`config.mk`:
```
export PLATFORM = sky130hd
export DESIGN_NAME = phase_shed_seq
export DESIGN_NICKNAME = d
export VERILOG_FILES = /design/src/rtl/phase_shed_pkg.sv /design/src/rtl/shed_req_sync.sv /design/src/rtl/shed_pulse_counter.sv /design/src/rtl/shed_flag_reg.sv /design/src/rtl/daisy_chain_stage.sv /design/src/rtl/phase_shed_seq.sv
export SDC_FILE = /design/constraint.sdc
export NUM_CORES = 1
export LEC_CHECK = 0
export ABC_AREA = 1
export BUFFER_PORTS_ARGS = -buffer_cell sky130_fd_sc_hd__buf_2
export CAP_MARGIN = 20
export CORE_AREA = 5 5 42 44
export DETAILED_ROUTE_END_ITERATION = 7
export DIE_AREA = 0 0 47 49
export GPL_TIMING_DRIVEN = 0
export SLEW_MARGIN = 20
export SYNTH_ARGS = -nofsm -noshare
export SYNTH_HDL_FRONTEND = slang
export SYNTH_HIERARCHICAL = 1
export SYNTH_SLANG_ARGS = --single-unit
```
`constraint.sdc`:
```
create_clock -name clk_i -period 1.45 [get_ports clk_i]
set_input_delay 0 -clock clk_i [delete_from_list [all_inputs] [get_ports clk_i]]
set_output_delay 0 -clock clk_i [all_outputs]
set_load 0.005 [all_outputs]
```
`src/rtl/phase_shed_pkg.sv`:
```
package phase_shed_pkg;
  typedef struct packed {
    logic drv_en;
    logic iout_conn;
    logic bypass;
  } shed_ctrl_t;

  function automatic shed_ctrl_t ctrl_from_flag(input logic shed);
    shed_ctrl_t c;
    c.drv_en    = ~shed;
    c.iout_conn = ~shed;
    c.bypass    = shed;
    return c;
  endfunction
endpackage

```
`src/rtl/shed_req_sync.sv`:
```
module shed_req_sync #(
  parameter int unsigned STAGES = 2
) (
  input  logic clk_i,
  input  logic rst_ni,
  input  logic req_async_i,
  output logic req_o
);
  logic [STAGES-1:0] sync_q;

  always_ff @(posedge clk_i or negedge rst_ni) begin
    if (!rst_ni) sync_q <= '0;
    else         sync_q <= {sync_q[STAGES-2:0], req_async_i};
  end

  assign req_o = sync_q[STAGES-1];

  // request takes two edges to show
  assert_sync_latency_R11: assert property (@(posedge clk_i) disable iff (!rst_ni)
    $rose(req_o) |-> $past(req_async_i, 2));
endmodule

```
`src/rtl/shed_pulse_counter.sv`:
```
module shed_pulse_counter #(
  parameter int unsigned PULSES = 8,
  localparam int unsigned CNT_W = $clog2(PULSES + 1)
) (
  input  logic clk_i,
  input  logic rst_ni,
  input  logic req_i,
  input  logic phase_in_i,
  output logic done_o
);
  logic             phase_q;
  logic [CNT_W-1:0] cnt_q;
  logic             rise;

  assign rise   = phase_in_i & ~phase_q;
  assign done_o = (cnt_q == CNT_W'(PULSES));

  always_ff @(posedge clk_i or negedge rst_ni) begin
    if (!rst_ni) begin
      phase_q <= 1'b0;
      cnt_q   <= '0;
    end else begin
      phase_q <= phase_in_i;
      if (!req_i)              cnt_q <= '0;
      else if (rise && !done_o) cnt_q <= cnt_q + 1'b1;
    end
  end

  assert_cnt_bound_R3: assert property (@(posedge clk_i) disable iff (!rst_ni)
    cnt_q <= CNT_W'(PULSES));
  // withdrawn request discards count
  assert_cnt_clear_R10: assert property (@(posedge clk_i) disable iff (!rst_ni)
    !req_i |=> (cnt_q == '0));
endmodule

```
`src/rtl/shed_flag_reg.sv`:
```
module shed_flag_reg (
  input  logic clk_i,
  input  logic rst_ni,
  input  logic req_i,
  input  logic done_i,
  output logic shed_o
);
  always_ff @(negedge clk_i or negedge rst_ni) begin
    if (!rst_ni) shed_o <= 1'b0;
    else         shed_o <= req_i & done_i;
  end

  assert_shed_set_R4: assert property (@(negedge clk_i) disable iff (!rst_ni)
    (req_i && done_i) |=> shed_o);
  assert_shed_clear_R9: assert property (@(negedge clk_i) disable iff (!rst_ni)
    !req_i |=> !shed_o);
endmodule

```
`src/rtl/daisy_chain_stage.sv`:
```
module daisy_chain_stage (
  input  logic clk_i,
  input  logic rst_ni,
  input  logic bypass_i,
  input  logic phase_in_i,
  output logic phase_out_o
);
  logic dly_q;

  always_ff @(posedge clk_i or negedge rst_ni) begin
    if (!rst_ni) dly_q <= 1'b0;
    else         dly_q <= phase_in_i;
  end

  assign phase_out_o = bypass_i ? phase_in_i : dly_q;

  assert_delay_path_R8: assert property (@(posedge clk_i) disable iff (!rst_ni)
    ($past(rst_ni) && !bypass_i) |-> (phase_out_o == $past(phase_in_i)));
endmodule

```
`src/rtl/phase_shed_seq.sv`:
```
module phase_shed_seq
  import phase_shed_pkg::*;
#(
  parameter int unsigned SHED_PULSES = 8,
  parameter int unsigned SYNC_STAGES = 2
) (
  input  logic clk_i,
  input  logic rst_ni,
  input  logic pwr_state_ni,
  input  logic phase_in_i,
  output logic phase_out_o,
  output logic drv_en_o,
  output logic iout_conn_o
);
  logic       req_sync;
  logic       cnt_done;
  logic       shed_flag;
  shed_ctrl_t ctrl;

  shed_req_sync #(.STAGES(SYNC_STAGES)) u_sync (
    .clk_i       (clk_i),
    .rst_ni      (rst_ni),
    .req_async_i (~pwr_state_ni),
    .req_o       (req_sync)
  );

  shed_pulse_counter #(.PULSES(SHED_PULSES)) u_cnt (
    .clk_i      (clk_i),
    .rst_ni     (rst_ni),
    .req_i      (req_sync),
    .phase_in_i (phase_in_i),
    .done_o     (cnt_done)
  );

  shed_flag_reg u_flag (
    .clk_i  (clk_i),
    .rst_ni (rst_ni),
    .req_i  (req_sync),
    .done_i (cnt_done),
    .shed_o (shed_flag)
  );

  assign ctrl = ctrl_from_flag(shed_flag);

  daisy_chain_stage u_chain (
    .clk_i       (clk_i),
    .rst_ni      (rst_ni),
    .bypass_i    (ctrl.bypass),
    .phase_in_i  (phase_in_i),
    .phase_out_o (phase_out_o)
  );

  assign drv_en_o    = ctrl.drv_en;
  assign iout_conn_o = ctrl.iout_conn;

  // shedding only follows a synchronized request
  assert_no_shed_idle_R2: assert property (@(posedge clk_i) disable iff (!rst_ni)
    (!req_sync && $past(!req_sync) && $past(rst_ni)) |-> (drv_en_o && iout_conn_o));
endmodule

```
* Word level (Yosys, flattened, before mapping) *
Index checks and enable logic that the tools add are counted.
Widths: inputs -> output; s select.

storage, ports and cells
  register bits = 8
  bits of input ports = 4
  output and inout port bits = 3

operators by class
  $add $sub $neg = 1
  eq/ne operators = 2
  multiplexer cells = 3
  bitwise logic cells = 5
  reduce and logical (&&, ||, !) cells = 2

operators with widths
  kind                 number
  $mux 4               2
  $add 4x1->4 const B  1
  $eq 4x4->1 const B   1
  $not 1->1            3
  $and 1x1->1          2
  $ne 2x1->1 const B   1
  $logic_and 1x1->1    1
  $logic_not 1->1      1
  $mux 1               1

* Logic depth before layout (Yosys ltp) *
Gate-level depths: netlist (run 1).

  depth after elaboration = 5
  mapped depth = 8

* Modules after synthesis *
The synthesis (run 1) kept the hierarchy.

modules (own cells, without submodules)
  module              times used  cells each  area an instance (um2)
  shed_pulse_counter  1           34          277.8
  shed_req_sync       1           2           50.0
  daisy_chain_stage   1           5           40.0
  shed_flag_reg       1           3           32.5
  phase_shed_seq      1           3           15.0

==> out/results.ini, run 1 <==
[cts]
cts.clk_slew.worst_paths_ns=0.06
cts_buffers=3
cts_buffer_depth=2
cts_sinks=9
clock_latency_ns=0.26
root_buffer=clkbuf_4
h-tree-depth=1
cts_tree=built

[power_and_ir_drop]
ir_drop_mv=0.702
finalPower_w=0.000500
p_leak_nw=0.306
seqPwrFrac_pct=53.1
comb_power_share_pct=10.2
p_sw_share_pct=21.9
p_int_w=0.000390
power_frac_clock_pct=36.7
powerDensity_mw_per_mm2=869
p_sw_w=0.000110

[die]
io_pins=7
start_util_pct=29.6
coreArea_mm2=0.00140
rows=14
die_x_um=47
dieArea_mm2=0.00230
die_y_um=49

[placement]
post_dp_cell_area_um2=468
port_buffers=6
dp.cells=69
preCtsSetupSlack_ns=-0.287
place_congestion=0.714
place_hpwl_um=527

[sta]
relSlewSlack_pct=82.2
finalClockSkew_ns=0.0166
final.setup.tns_ns=-0.816
setup_viol=4
finalHoldViolCount=0
worst_pin_slew_ns=0.266
setup_ws_ns=-0.253
rsz0062_at_grt=yes
final-max-slew-violation-count=0

[routing]
route.detailed.drc=0
wl_per_cell_um=9.37
routed_wirelength_um=740
num_vias=339
ant_nets=0
drt_first_pass_iters=4
dr.first_iter.drc_count=10
vias_per_cell=4.29

[synthesis]
syn-num-nets=53
synthTopCellsByArea=dfrtp_1, nand2_1, inv_1
syn_area_um2=415
yosysSeqAreaShare_pct=54.2
ys_ff_latch=9
yosys_warnings=6
synth_top_area_share_pct=48.2
syn_avg_cell_area_um2=8.84
ys_types=11
synthCells=47
netlist.top_cell.by_area=dfrtp_1

[min_path]
min-delay-path-class=input pin to asynchronous set/reset pin

[grt]
groute.usage.overall_pct=7.67
antenna_found_initial=0
overflow=0
grt_max_degree=10
grt_pass1_vias=321
grt_pass1_wl_um=1250

[critical_path]
crit_arrival_ns=1.70
critPathCaptureType=output pin
crit_path_start_kind=flop
reg2reg_to=u_flag/shed_o
ff2ff_path_depth=6
regToRegSetupSlack_ns=-0.16
crit_start=u_flag/shed_o
critPathKind=flop to output pin
required_ns=1.45
crit_fanout=3
reg2reg_from=u_cnt/cnt_q[0]

[run]
cap_viol_max_count=0

[final_layout]
final_cell_mix=nand2_1, dfrtp_1, inv_1
layout-drive-gt1-share_pct=33.3
stdcell_count=79
area_growth_pct=38.6
layout_commonest_cell=nand2_1
nNetsFinal=70
diodes=0
fillers=144
final_area_um2=576

[outcome]
violations=negative setup slack
status=complete, but fails checks

[cell families (layout without fill, tap and decap cells)]
logic type	count (synthesis)	count (layout)	synth area share [%]
AND/OR/NAND/NOR	26	26	29.8
buffers and inverters	10	26	9.94
flip-flops	9	9	54.2
adder cells (fa/ha/maj)	2	2	6.02
[power by group through the flow]
stage	combinational (W)	sequential (W)	clock, W
after floorplan	0.0000171	0.000270	0
after CTS	0.0000473	0.000266	0.000192
after global routing	0.0000575	0.000266	0.000216
final	0.0000508	0.000266	0.000184
after detailed placement	0.0000310	0.000272	0
after global placement	0.0000303	0.000271	0
[per-layer routing]
layer | global-route usage (%) | part of all wire (%) | up-vias
li1 | - | - | 175
met1 | 7.88 | 42 | 153
met2 | 12.4 | 48 | 11
met3 | 6.64 | 10 | 0
met4 | 0 | 0 | 0
met5 | 0 | 0 | -
[state kept, by name (all words and copies together), names as in the netlist]
register / flops
u_flag/shed_o: 1
u_cnt/phase_q: 1
u_chain/dly_q: 1
u_sync/sync_q: 2
u_cnt/cnt_q: 4
[cell type report]
cell class	count	area, um2	area share [%]
plain buffers	1	11.3	1.96
clock buffers	4	26.3	4.57
repair buffers	12	95.1	16.5
flip-flops and latches	9	225	39.1
well taps	16	20.0	3.48
inverters	9	33.8	5.87
multi-input cells	28	164	28.5
[how the worst max path moves through the flow]
stage,end,slack [ns],cells after the start
floorplan,u_flag/shed_o,-0.21,6
global placement,u_flag/shed_o,-0.26,6
detailed placement,u_flag/shed_o,-0.29,6
CTS,phase_out_o,-0.26,4
global route,phase_out_o,-0.32,4
finish,iout_conn_o,-0.25,3
[critical path, stage by stage, from the launching register on]
cell and delay (ns):
dfrtn_1 0.45, inv_2 0.06, buf_6 0.11, buf_6 0.10
[synthesized netlist by cell type, drive strengths merged]
cell type	instances
buf	1
dfrtn	1
dfrtp	8
ha	2
inv	9
nand2	16
nand3	3
nand4	3
nor2	3
or2	1
[stage by stage]
stage                     utilization (%)  hold WS [ns]
final                                41.1         0.120
after global routing                 41.1         0.122
after CTS                            40.1         0.119
after detailed placement             33.4        -0.140
after global placement               33.4        -0.143
after floorplan                         -        -0.296
[what timing repair did]
item                                    in CTS  in global routing
hold buffers                                 3                  0
endpoints found under the hold margin       11                  0
gates resized for setup                      6                  2
buffers inserted                             2                  1
endpoints found under the setup margin       4                  4
No activity file was read; power rests on OpenSTA's default activity.
==> run 2, diff against run 1 <==
--- a/config.mk
+++ b/config.mk
@@ -8,10 +8,13 @@
 export ABC_AREA = 1
 export BUFFER_PORTS_ARGS = -buffer_cell sky130_fd_sc_hd__buf_2
 export CAP_MARGIN = 20
+export CELL_PAD_IN_SITES_DETAIL_PLACEMENT = 1
+export CELL_PAD_IN_SITES_GLOBAL_PLACEMENT = 1
 export CORE_AREA = 5 5 42 44
 export DETAILED_ROUTE_END_ITERATION = 7
 export DIE_AREA = 0 0 47 49
 export GPL_TIMING_DRIVEN = 0
+export PLACE_DENSITY_LB_ADDON = 0.1
 export SLEW_MARGIN = 20
 export SYNTH_ARGS = -nofsm -noshare
 export SYNTH_HDL_FRONTEND = slang
==> out/results.ini, run 2 (same netlist as run 1, synthesis figures left out) <==
[routing]
num_vias=356  ; +5.0%
wl_met1_um=363  ; +16%
ant_nets=0  ; unchanged
met3_length_um=53  ; -28%
vias_per_cell=4.51  ; +5.0%
met2_length_um=521  ; +48%
route.detailed.drc=0  ; unchanged
routed.top_layer=met4
dr.first_iter.drc_count=0  ; -10
routed_wirelength_um=986  ; +33%
drt_first_pass_iters=1  ; -3
wl_per_cell_um=12.5  ; +33%

[power_and_ir_drop]
ir_drop_mv=0.406  ; -42%
finalPower_w=0.000519  ; +3.7%
p_leak_nw=0.302  ; -1.3%
powerDensity_mw_per_mm2=911  ; +4.9%

[sta]
relSlewSlack_pct=80.3  ; -1.9 points
worst_pin_slew_ns=0.295  ; +0.0288 ns
finalHoldViolCount=0  ; unchanged
final.setup.tns_ns=-0.843  ; -0.0274 ns
final-max-slew-violation-count=0  ; unchanged
setup_viol=4  ; unchanged
rsz0062_at_grt=yes
whs_ns=0.123  ; +0.00376 ns
setup_ws_ns=-0.257  ; -0.00434 ns
finalClockSkew_ns=0.00772  ; -0.00887 ns

[critical_path]
reg2reg_from=u_cnt/cnt_q[0]
path_cells=inv_1 > buf_6 > buf_6
regToRegSetupSlack_ns=-0.17  ; about the same
crit_buf_inv=3  ; unchanged
critical_path.max_stage_delay_ns=0.43  ; -0.02 ns
ff2ff_path_depth=6  ; unchanged
crit_path_start_kind=flop
critPathKind=flop to output pin
crit_fanout=3  ; unchanged
required_ns=1.45  ; about the same
worst-path-stages=3  ; unchanged
crit_family=flip-flops
cp_common_cell=buf_6
crit_arrival_ns=1.71  ; about the same
critPathCaptureType=output pin
crit_start=u_flag/shed_o
reg2reg_to=u_flag/shed_o
crit_end=iout_conn_o
crit_slowest_cell=dfrtn_1

[cts]
cts_tree=built
cts.clk_slew.worst_paths_ns=0.06  ; about the same
cts_buffer_depth=2  ; unchanged
cts_buffers=3  ; unchanged
root_buffer=clkbuf_4
cts_sinks=9  ; unchanged
h-tree-depth=1  ; unchanged
clock_latency_ns=0.27  ; about the same

[final_layout]
layout-drive-gt1-share_pct=31.7  ; -1.6 points
largest_reg_flops=4  ; unchanged
layout_commonest_cell=nand2_1
diodes=0  ; unchanged
final_cell_mix=nand2_1, dfrtp_1, inv_1
reg_top3=u_cnt/cnt_q (4), u_sync/sync_q (2)
top_register=u_cnt/cnt_q
post-route-util_pct=40.6  ; -0.45 points
area_growth_pct=37.0
nNetsFinal=70  ; unchanged

[placement]
place_congestion=0.725  ; +1.5%
port_buffers=6  ; unchanged
place_hpwl_um=684  ; +30%

[die]
io_pins=7  ; unchanged
start_util_pct=29.6  ; unchanged
dieArea_mm2=0.00230  ; unchanged
rows=14  ; unchanged
die_x_um=47  ; unchanged
die_y_um=49  ; unchanged
coreArea_mm2=0.00140  ; unchanged

[grt]
antenna_found_initial=0  ; unchanged
grt_pass1_wl_um=1610  ; +29%
grt_pass1_vias=375  ; +17%
overflow=0  ; unchanged
groute.usage.overall_pct=10.5  ; +2.8 points
grt_max_degree=10  ; unchanged

[outcome]
violations=negative setup slack
status=complete, but fails checks

[min_path]
min-delay-path-class=input pin to asynchronous set/reset pin

[run]
cap_viol_max_count=0  ; unchanged

## run 2: where the power goes
group	internal (W)	leakage [nW]	switching, W
clock	0.000106	0.0150	0.0000932
combinational	0.0000253	0.171	0.0000282
sequential	0.000260	0.116	0.00000570
## run 2: worst min-delay path by stage
stage                 from               end  slack [ns]
finish              rst_ni    u_cnt/cnt_q[1]        0.12
floorplan           rst_ni     u_chain/dly_q       -0.30
detailed placement  rst_ni  u_sync/sync_q[0]       -0.14
global placement    rst_ni  u_sync/sync_q[0]       -0.14
global route        rst_ni  u_sync/sync_q[0]        0.14
CTS                 rst_ni     u_chain/dly_q        0.12
## run 2: metrics by stage
step,setup slack [ns],cells,area [um2]
5_1_grt,-0.330,79,569
3_5_place_dp,-0.314,69,468
4_1_cts,-0.272,78,552
3_3_place_gp,-0.277,69,468
2_1_floorplan,-0.210,47,418
6_report,-0.257,79,569
## run 2: layout make-up
cell class | instances | area [um2]
Fill cell | 178 | 832
Sequential cell | 9 | 225
Multi-Input combinational cell | 28 | 164
Timing Repair Buffer | 12 | 88.8
Inverter | 9 | 33.8
Clock buffer | 4 | 26.3
Tap cell | 16 | 20.0
Buffer | 1 | 11.3
## run 2: timing repair
item                                   in CTS  in global routing
pin swaps                                   0                  1
hold buffers                                3                  0
setup endpoints to repair                   4                  4
setup buffers                               2                  1
gates resized for setup                     3                  3
endpoints found under the hold margin      11                  0
## run 2: metal layers
layer	track usage, %	vias up
met3	3.32	5
met5	0	-
li1	-	174
met2	16.7	7
met4	8.29	0
met1	10.6	170
